==> src/rtl/burst_addr_pkg.sv <==
// Package: shared types for the burst address counter.
// Assumes nothing beyond IEEE 1800-2017 enum support.
package burst_addr_pkg;

    // Address-selection operation chosen for one clock cycle.
    typedef enum logic [1:0] {
        ADDR_OP_KEEP  = 2'd0,
        ADDR_OP_STEP  = 2'd1,
        ADDR_OP_LOAD  = 2'd2,
        ADDR_OP_CLEAR = 2'd3
    } addr_op_e;

endpackage

==> src/rtl/burst_addr_decode.sv <==
// Module: burst_addr_decode
// Turns the three active-low counter controls into a single operation,
// using the fixed priority clear > load > step > keep.
// Assumes the controls are already synchronous to the counter clock.
module burst_addr_decode
    import burst_addr_pkg::*;
(
    input  logic     clear_n,
    input  logic     strobe_n,
    input  logic     count_en_n,
    output addr_op_e op
);

    // Priority selection of the operation for this cycle.
    always_comb begin
        if (!clear_n) begin
            op = ADDR_OP_CLEAR;
        end else if (!strobe_n) begin
            op = ADDR_OP_LOAD;
        end else if (!count_en_n) begin
            op = ADDR_OP_STEP;
        end else begin
            op = ADDR_OP_KEEP;
        end
    end

endmodule

==> src/rtl/burst_addr_next.sv <==
// Module: burst_addr_next
// Computes the next address from the selected operation, the current
// address and the external address. The increment is modulo 2^ADDR_W.
// Assumes op is a valid encoding from burst_addr_decode.
module burst_addr_next
    import burst_addr_pkg::*;
#(
    parameter int ADDR_W = 15
) (
    input  addr_op_e          op,
    input  logic [ADDR_W-1:0] cur_addr,
    input  logic [ADDR_W-1:0] ext_addr,
    output logic [ADDR_W-1:0] next_addr
);

    localparam logic [ADDR_W-1:0] ZERO_ADDR = '0;
    localparam logic [ADDR_W-1:0] ONE_ADDR  = ADDR_W'(1);

    logic [ADDR_W-1:0] incr_addr;

    // Modular increment; the carry out of the top bit is dropped.
    always_comb begin
        incr_addr = cur_addr + ONE_ADDR;
    end

    // Select the next address according to the operation.
    always_comb begin
        unique case (op)
            ADDR_OP_CLEAR: next_addr = ZERO_ADDR;
            ADDR_OP_LOAD:  next_addr = ext_addr;
            ADDR_OP_STEP:  next_addr = incr_addr;
            default:       next_addr = cur_addr;
        endcase
    end

endmodule

==> src/rtl/burst_addr_reg.sv <==
// Module: burst_addr_reg
// Address register with a synchronous active-low reset to zero.
// Assumes rst_n is synchronous to clk.
module burst_addr_reg #(
    parameter int ADDR_W = 15
) (
    input  logic              clk,
    input  logic              rst_n,
    input  logic [ADDR_W-1:0] d,
    output logic [ADDR_W-1:0] q
);

    // Capture the next address, or clear it on system reset.
    always_ff @(posedge clk) begin
        if (!rst_n) begin
            q <= '0;
        end else begin
            q <= d;
        end
    end

endmodule

==> src/rtl/burst_addr_counter.sv <==
// Module: burst_addr_counter (top)
// Per-port burst address generator. At each rising edge it chooses clear,
// load, step or keep, and registers the result as the address for that
// cycle's access. The controls are deliberately independent of any
// chip-select or byte-lane logic.
// Assumes all inputs are synchronous to clk and ADDR_W >= 1.
module burst_addr_counter
    import burst_addr_pkg::*;
#(
    parameter int ADDR_W = 15
) (
    input  logic              clk,
    input  logic              rst_n,
    input  logic [ADDR_W-1:0] ext_addr,
    input  logic              strobe_n,
    input  logic              count_en_n,
    input  logic              clear_n,
    output logic [ADDR_W-1:0] access_addr
);

    addr_op_e          sel_op;
    logic [ADDR_W-1:0] next_addr;

    burst_addr_decode u_decode (
        .clear_n    (clear_n),
        .strobe_n   (strobe_n),
        .count_en_n (count_en_n),
        .op         (sel_op)
    );

    burst_addr_next #(.ADDR_W(ADDR_W)) u_next (
        .op        (sel_op),
        .cur_addr  (access_addr),
        .ext_addr  (ext_addr),
        .next_addr (next_addr)
    );

    burst_addr_reg #(.ADDR_W(ADDR_W)) u_reg (
        .clk   (clk),
        .rst_n (rst_n),
        .d     (next_addr),
        .q     (access_addr)
    );

endmodule

==> config.mk <==
export PLATFORM = sky130hd
export DESIGN_NAME = burst_addr_counter
export DESIGN_NICKNAME = d
export VERILOG_FILES = /design/src/rtl/burst_addr_pkg.sv /design/src/rtl/burst_addr_decode.sv /design/src/rtl/burst_addr_next.sv /design/src/rtl/burst_addr_reg.sv /design/src/rtl/burst_addr_counter.sv
export SDC_FILE = /design/constraint.sdc
export NUM_CORES = 1
export LEC_CHECK = 0
export ABC_CLOCK_PERIOD_IN_PS = 1750
export BUFFER_PORTS_ARGS = -buffer_cell sky130_fd_sc_hd__buf_2
export CAP_MARGIN = 20
export CORE_MARGIN = 2
export CORE_UTILIZATION = 32
export CTS_CLUSTER_SIZE = 14
export DETAILED_ROUTE_END_ITERATION = 8
export GPL_TIMING_DRIVEN = 0
export PLACE_DENSITY = 0.55
export SYNTH_ARGS = -nofsm -noshare
export SYNTH_HDL_FRONTEND = slang
export SYNTH_SLANG_ARGS = --single-unit
==> constraint.sdc <==
create_clock -name clk -period 1.75 [get_ports clk]
set_input_delay 0.525 -clock clk [delete_from_list [all_inputs] [get_ports clk]]
set_output_delay 0.525 -clock clk [all_outputs]
set_load 0.01 [all_outputs]
# Word-level counts from Yosys, hierarchy flattened
# Cells that the tools add are included.
[word_totals]
register_bits = 15
input_bits = 20
elab_cells = 10
[classes]
addsub = 1
eq_ne = 3
n_mux = 4
reduce_logical = 1
[op_table]
columns = ["operator", "n"]
rows = [
  ["15-bit case mux with 3 select lines", 1],
  ["15-bit by 1-bit adder with 15-bit output, second input constant", 1],
  ["2-bit equality test, second input constant", 2],
  ["2-bit two-way mux", 2],
  ["3-bit nonzero test", 1],
  ["2-bit by 1-bit equality test with 1-bit output, second input constant", 1],
  ["1-bit two-way mux", 1],
]

# Longest topological paths before layout
[depth]
ltp_word = 5
ltp_mapped = 6
depth_no_buf = 5

# Hierarchy
# From an unflattened synthesis, not the netlist that was laid out.
[unflattened]
hier_cells = 125
hier_area_um2 = 1054.8
[modules_own_cells]
columns = ["module", "instances", "cells_each", "area_each_um2", "seq_area_each_um2"]
rows = [
  ["burst_addr_next", 1, 91, 619.3, 0.0],
  ["burst_addr_reg", 1, 31, 419.2, 300.3],
  ["burst_addr_decode", 1, 3, 16.3, 0.0],
]

# Least setup slack after synthesis
# OpenSTA, ideal clock, no wires.
[synth_timing]
path_kind = "register to register"
start = "register u_reg.q[0]"
end = "register u_reg.q[12]"
setup_time_ns = 0.058
arrival_time_ns = 1.672
setup_slack_ns = 0.019
stages_incl_launch_ff = 6
n_path_buf = 0
path_cell_list = "dfxtp_1 > ha_1 > nand4_4 > or4b_1 > a22oi_1 > o221a_2"
[synth_via]
elab_chain_cells = 2
[synth_rtl]
columns = ["item", "line", "text"]
rows = [
  ["start: declaration", "burst_addr_reg.sv:10", "output logic [ADDR_W-1:0] q"],
  ["start signal: assignment", "burst_addr_reg.sv:16", "q <= '0;"],
  ["start signal: assignment", "burst_addr_reg.sv:18", "q <= d;"],
  ["15-bit by 1-bit adder with 15-bit output", "burst_addr_next.sv:23", "incr_addr = cur_addr + ONE_ADDR;"],
  ["15-bit case mux with 3 select lines", "burst_addr_next.sv:28", "unique case (op)"],
]
# Every way passes these cells.
# A chain may end at the register's enable or synchronous reset.

# Final worst setup path
[layout_timing]
start = "register u_reg.q[1]"
end = "register u_reg.q[12]"
# Same word-level chain as after synthesis.

==> run summary <==
The first global-routing pass estimated approximately 4.2 mm of wire. The maximum level of the CTS H-tree is 1. For this block, the initial DRC count from the detailed router was 34.

The clock sink total came out at 15. The number of nets in the synthesized netlist is between 100 and 150. At the end of routability-driven placement, the weighted congestion stood at ~0.77.

The maximum fanout count along the critical path came out at 6. The area share of the largest cell type after synthesis came out at around a third. dfxtp_1 takes more of the synthesized area than any other cell. Global routing consumed, on the met1 layer, between 20% and 30% of the routing resources. The worst hold path belongs to the class input pin to register. The peak-usage layer in the global routing report is met2. The count of endpoints failing setup in the final report is 0. The number of setup buffers added after CTS came out at 0.

In the post-synthesis netlist, the biggest area contributors are dfxtp_1, a21oi_1, mux2i_1. The number of maximum-capacitance violations is 0. The worst setup path is launched from a register.

The instance count of the mapped netlist came out at about 110. The smallest clock period supported by the final layout is computed as between 1.5 and 2 ns. The post-route non-filler standard cell count is 181. The via-per-instance ratio came out at 5.72. The worst hold-check slack is 0.459 ns. The most flop-heavy register is u_reg.q. The overall power of the completed layout came out at about 700 uW. The final layout net count came out at around 170. The fraction of final layout cells sized beyond drive strength 1 came out at ~30%. The startpoint identified for the worst register-to-register timing path is u_reg.q[1]$_SDFFE_PN0P_. The number of cells after detailed placement is 177. The maximum number of pins on one net before global-route repair is 11.

The number of top-level design ports is 35. The buffer and inverter count on the worst path came out at 0. At the pin with the least slew margin, the transition time is approximately 0.48 ns. The post-synthesis area per instance came out at around 8 sq um. Traced cell by cell, the critical path runs through ha_4 > nand4_4 > or4b_1 > a22oi_1 > o221a_2. The number of detailed-route iterations in the first pass is 4.

The worst hold path begins at rst_n. The total power per unit cell area came out at about 590 nW/um^2. Wires add up to around 2.7 mm.

The number of antenna violations at the first check in global routing is 0. The die span in x is about 58 um. The library cell used as clock root buffer is clkbuf_4. The flip-flop count of the largest register, all copies and words added came out at 15. Hold repair after CTS inserted 0 buffers.

The count of buffers added on input and output ports is 33. The sequential fraction of the synthesis area is roughly a third. The critical path required time came out at ~2 ns. After clock tree synthesis, the clock-pin slew on the worst setup and hold paths is approximately 0.090 ns.

The number of warning messages in the yosys log came out at 0. The number of cell rows came out at 19. The vertical die dimension came out at roughly 58 um.

The distinct cell type count of the synthesized netlist is 32. In the layout the commonest cells are buf_2, dfxtp_1, a21oi_1. The placed standard-cell area is ~1100 sq um. The standby leakage power is 0.000438 uW. The final HPWL from detailed placement is ~1.9 mm. The total area inside the core boundary comes to between 2000 and 3000 sq um. The number of storage elements in the synthesis netlist came out at 15. The worst-case IR drop observed on VDD is approximately 0.48 mV.

The worst slew slack as a fraction of its limit came out at 68.0%. The number of global-route vias before repair is between 800 and 900. The met2 layer usage reported by global route came out at between 20% and 30%. STA classifies the critical path endpoint as a register.

The post-route clock period utilization came out at between 90% and 100%. The library cell contributing the largest single delay on the critical path is or4b_1. The category of cells accounting for the largest share of critical-path delay is simple AND/OR/NAND/NOR gates. The initial standard-cell utilization of the core is between 30% and 40%. The delay of the slowest critical-path stage came out at 0.53 ns. For this run, the top clock speed supported by timing is around 600 MHz.

The overall overflow remaining after global route came out at 0. The final-report hold violation count was 0. Leaving out fill and tap cells, the most frequent cell in the layout is buf_2. The classification of the worst setup path is register to register. The largest buffer count on any clock path came out at 2. The aggregate global-route resource usage is between 10% and 20%. The clock reaches the later pin of the worst-skew pair after roughly 0.29 ns.

The antenna violation net count after detailed routing is 0. For the final database, setup skew stands at just over 0.003 ns. The number of antenna diodes in the final layout is 0. The run finished with clean final reports.

For met3 alone, demand over resource in global routing was under 10%. The detailed-route DRC error count is 0. Counting the buffers created by CTS gives 3. The worst setup path startpoint is u_reg.q[1]$_SDFFE_PN0P_.

The area of the die came out at approximately 3400 sq um. Once layout is done, the placed cells without fillers occupy 1180 sq um. The total count of max-transition violations in the final report is 0. The final routed wire length divided by cell count is ~15 um. The clock tree from TritonCTS is built. The largest registers in the layout are u_reg.q (15). Data on the critical path arrives at its endpoint at ~1.9 ns. The total number of vias came out at around 1000. The layout overhead on the synthesized area came out at 26.8%.

The netlist area before placement came out at 930 sq um.
final timing paths:
check,depth (start not counted),slack [ns],end
max,5,0.1,u_reg.q[12]$_SDFFE_PN0P_
min,3,0.46,u_reg.q[0]$_SDFFE_PN0P_
max reg2reg,5,0.1,u_reg.q[12]$_SDFFE_PN0P_
min reg2reg,2,0.59,u_reg.q[14]$_SDFFE_PN0P_
routing by layer:
layer / wire length (um) / vias up
met5: 0 / -
met4: 14 / 0
met3: 160 / 2
met2: 1200 / 30
met1: 1310 / 496
li1: - / 507
what timing repair did:
action                     CTS  global route
resized for setup            3             4
pin swaps                    0             0
setup endpoints to repair    2             4
where the power goes:
group	leakage (uW)	internal, uW	total [uW]	switching (uW)
Clock	0.0000150	88.7	208	119
Sequential	0.000123	351	368	17.2
Combinational	0.000300	52.7	116	62.9
Total	0.000438	492	692	199
layout make-up:
type	instances	area [sq um]
clock buffer	4	26.3
buffer	7	30.0
timing repair buffer	33	165
tap	31	38.8
multi-input combinational	88	602
fill	293	1580
inverter	3	11.3
sequential	15	305
worst reg2reg max path, stage by stage (launching register included):
cell and delay (ns):
dfxtp_2 0.41, ha_4 0.18, nand4_4 0.15, or4b_1 0.53
a22oi_1 0.15, o221a_2 0.19
Yosys cell counts:
| library cell | n |
|---|---|
| o22ai_1 | 1 |
| inv_1 | 3 |
| and2_1 | 2 |
| ha_1 | 1 |
| o221ai_1 | 2 |
| nor2b_1 | 1 |
| nand4_1 | 4 |
| nor4_1 | 3 |
| nand3b_1 | 6 |
| o221a_2 | 1 |
| a211oi_1 | 2 |
| nand2b_1 | 5 |
| dfxtp_1 | 15 |
| mux2i_1 | 5 |
| nand4_4 | 1 |
| o21ai_0 | 8 |
| a21oi_1 | 12 |
| a22oi_1 | 1 |
| o211ai_1 | 4 |
| clkbuf_1 | 5 |
| a311oi_1 | 1 |
| buf_2 | 1 |
| clkbuf_2 | 1 |
| or4b_1 | 1 |
| xnor2_1 | 4 |
| nor3_1 | 4 |
| nor2_1 | 5 |
| nand3_1 | 3 |
| and4_2 | 1 |
| o2bb2ai_1 | 1 |
| a32o_1 | 3 |
| nand2_1 | 6 |
cells by family after synthesis:
| logic type | after synthesis | share of synthesized area [%] |
|---|---|---|
| buf+inv | 10 | 4.31 |
| mux | 5 | 5.38 |
| simple gates | 42 | 27.6 |
| xor+xnor | 4 | 3.77 |
| flops | 15 | 32.3 |
| fa+ha+maj | 1 | 1.35 |
| compound gates | 36 | 25.3 |
metrics by stage:
| stage | utilization (%) | setup slack [ns] | TNS [ns] |
|---|---|---|---|
| after CTS | 42.2 | 0.0307 | 0 |
| after detailed placement | 41.1 | -0.225 | -0.881 |
| after global routing | 42.7 | -0.00137 | -0.00137 |
| after floorplan | - | 0.0191 | 0 |
| final | 42.7 | 0.0982 | 0 |
| after global placement | 41.1 | -0.218 | -0.806 |
Note: power is estimated with default switching activity, not from simulation.
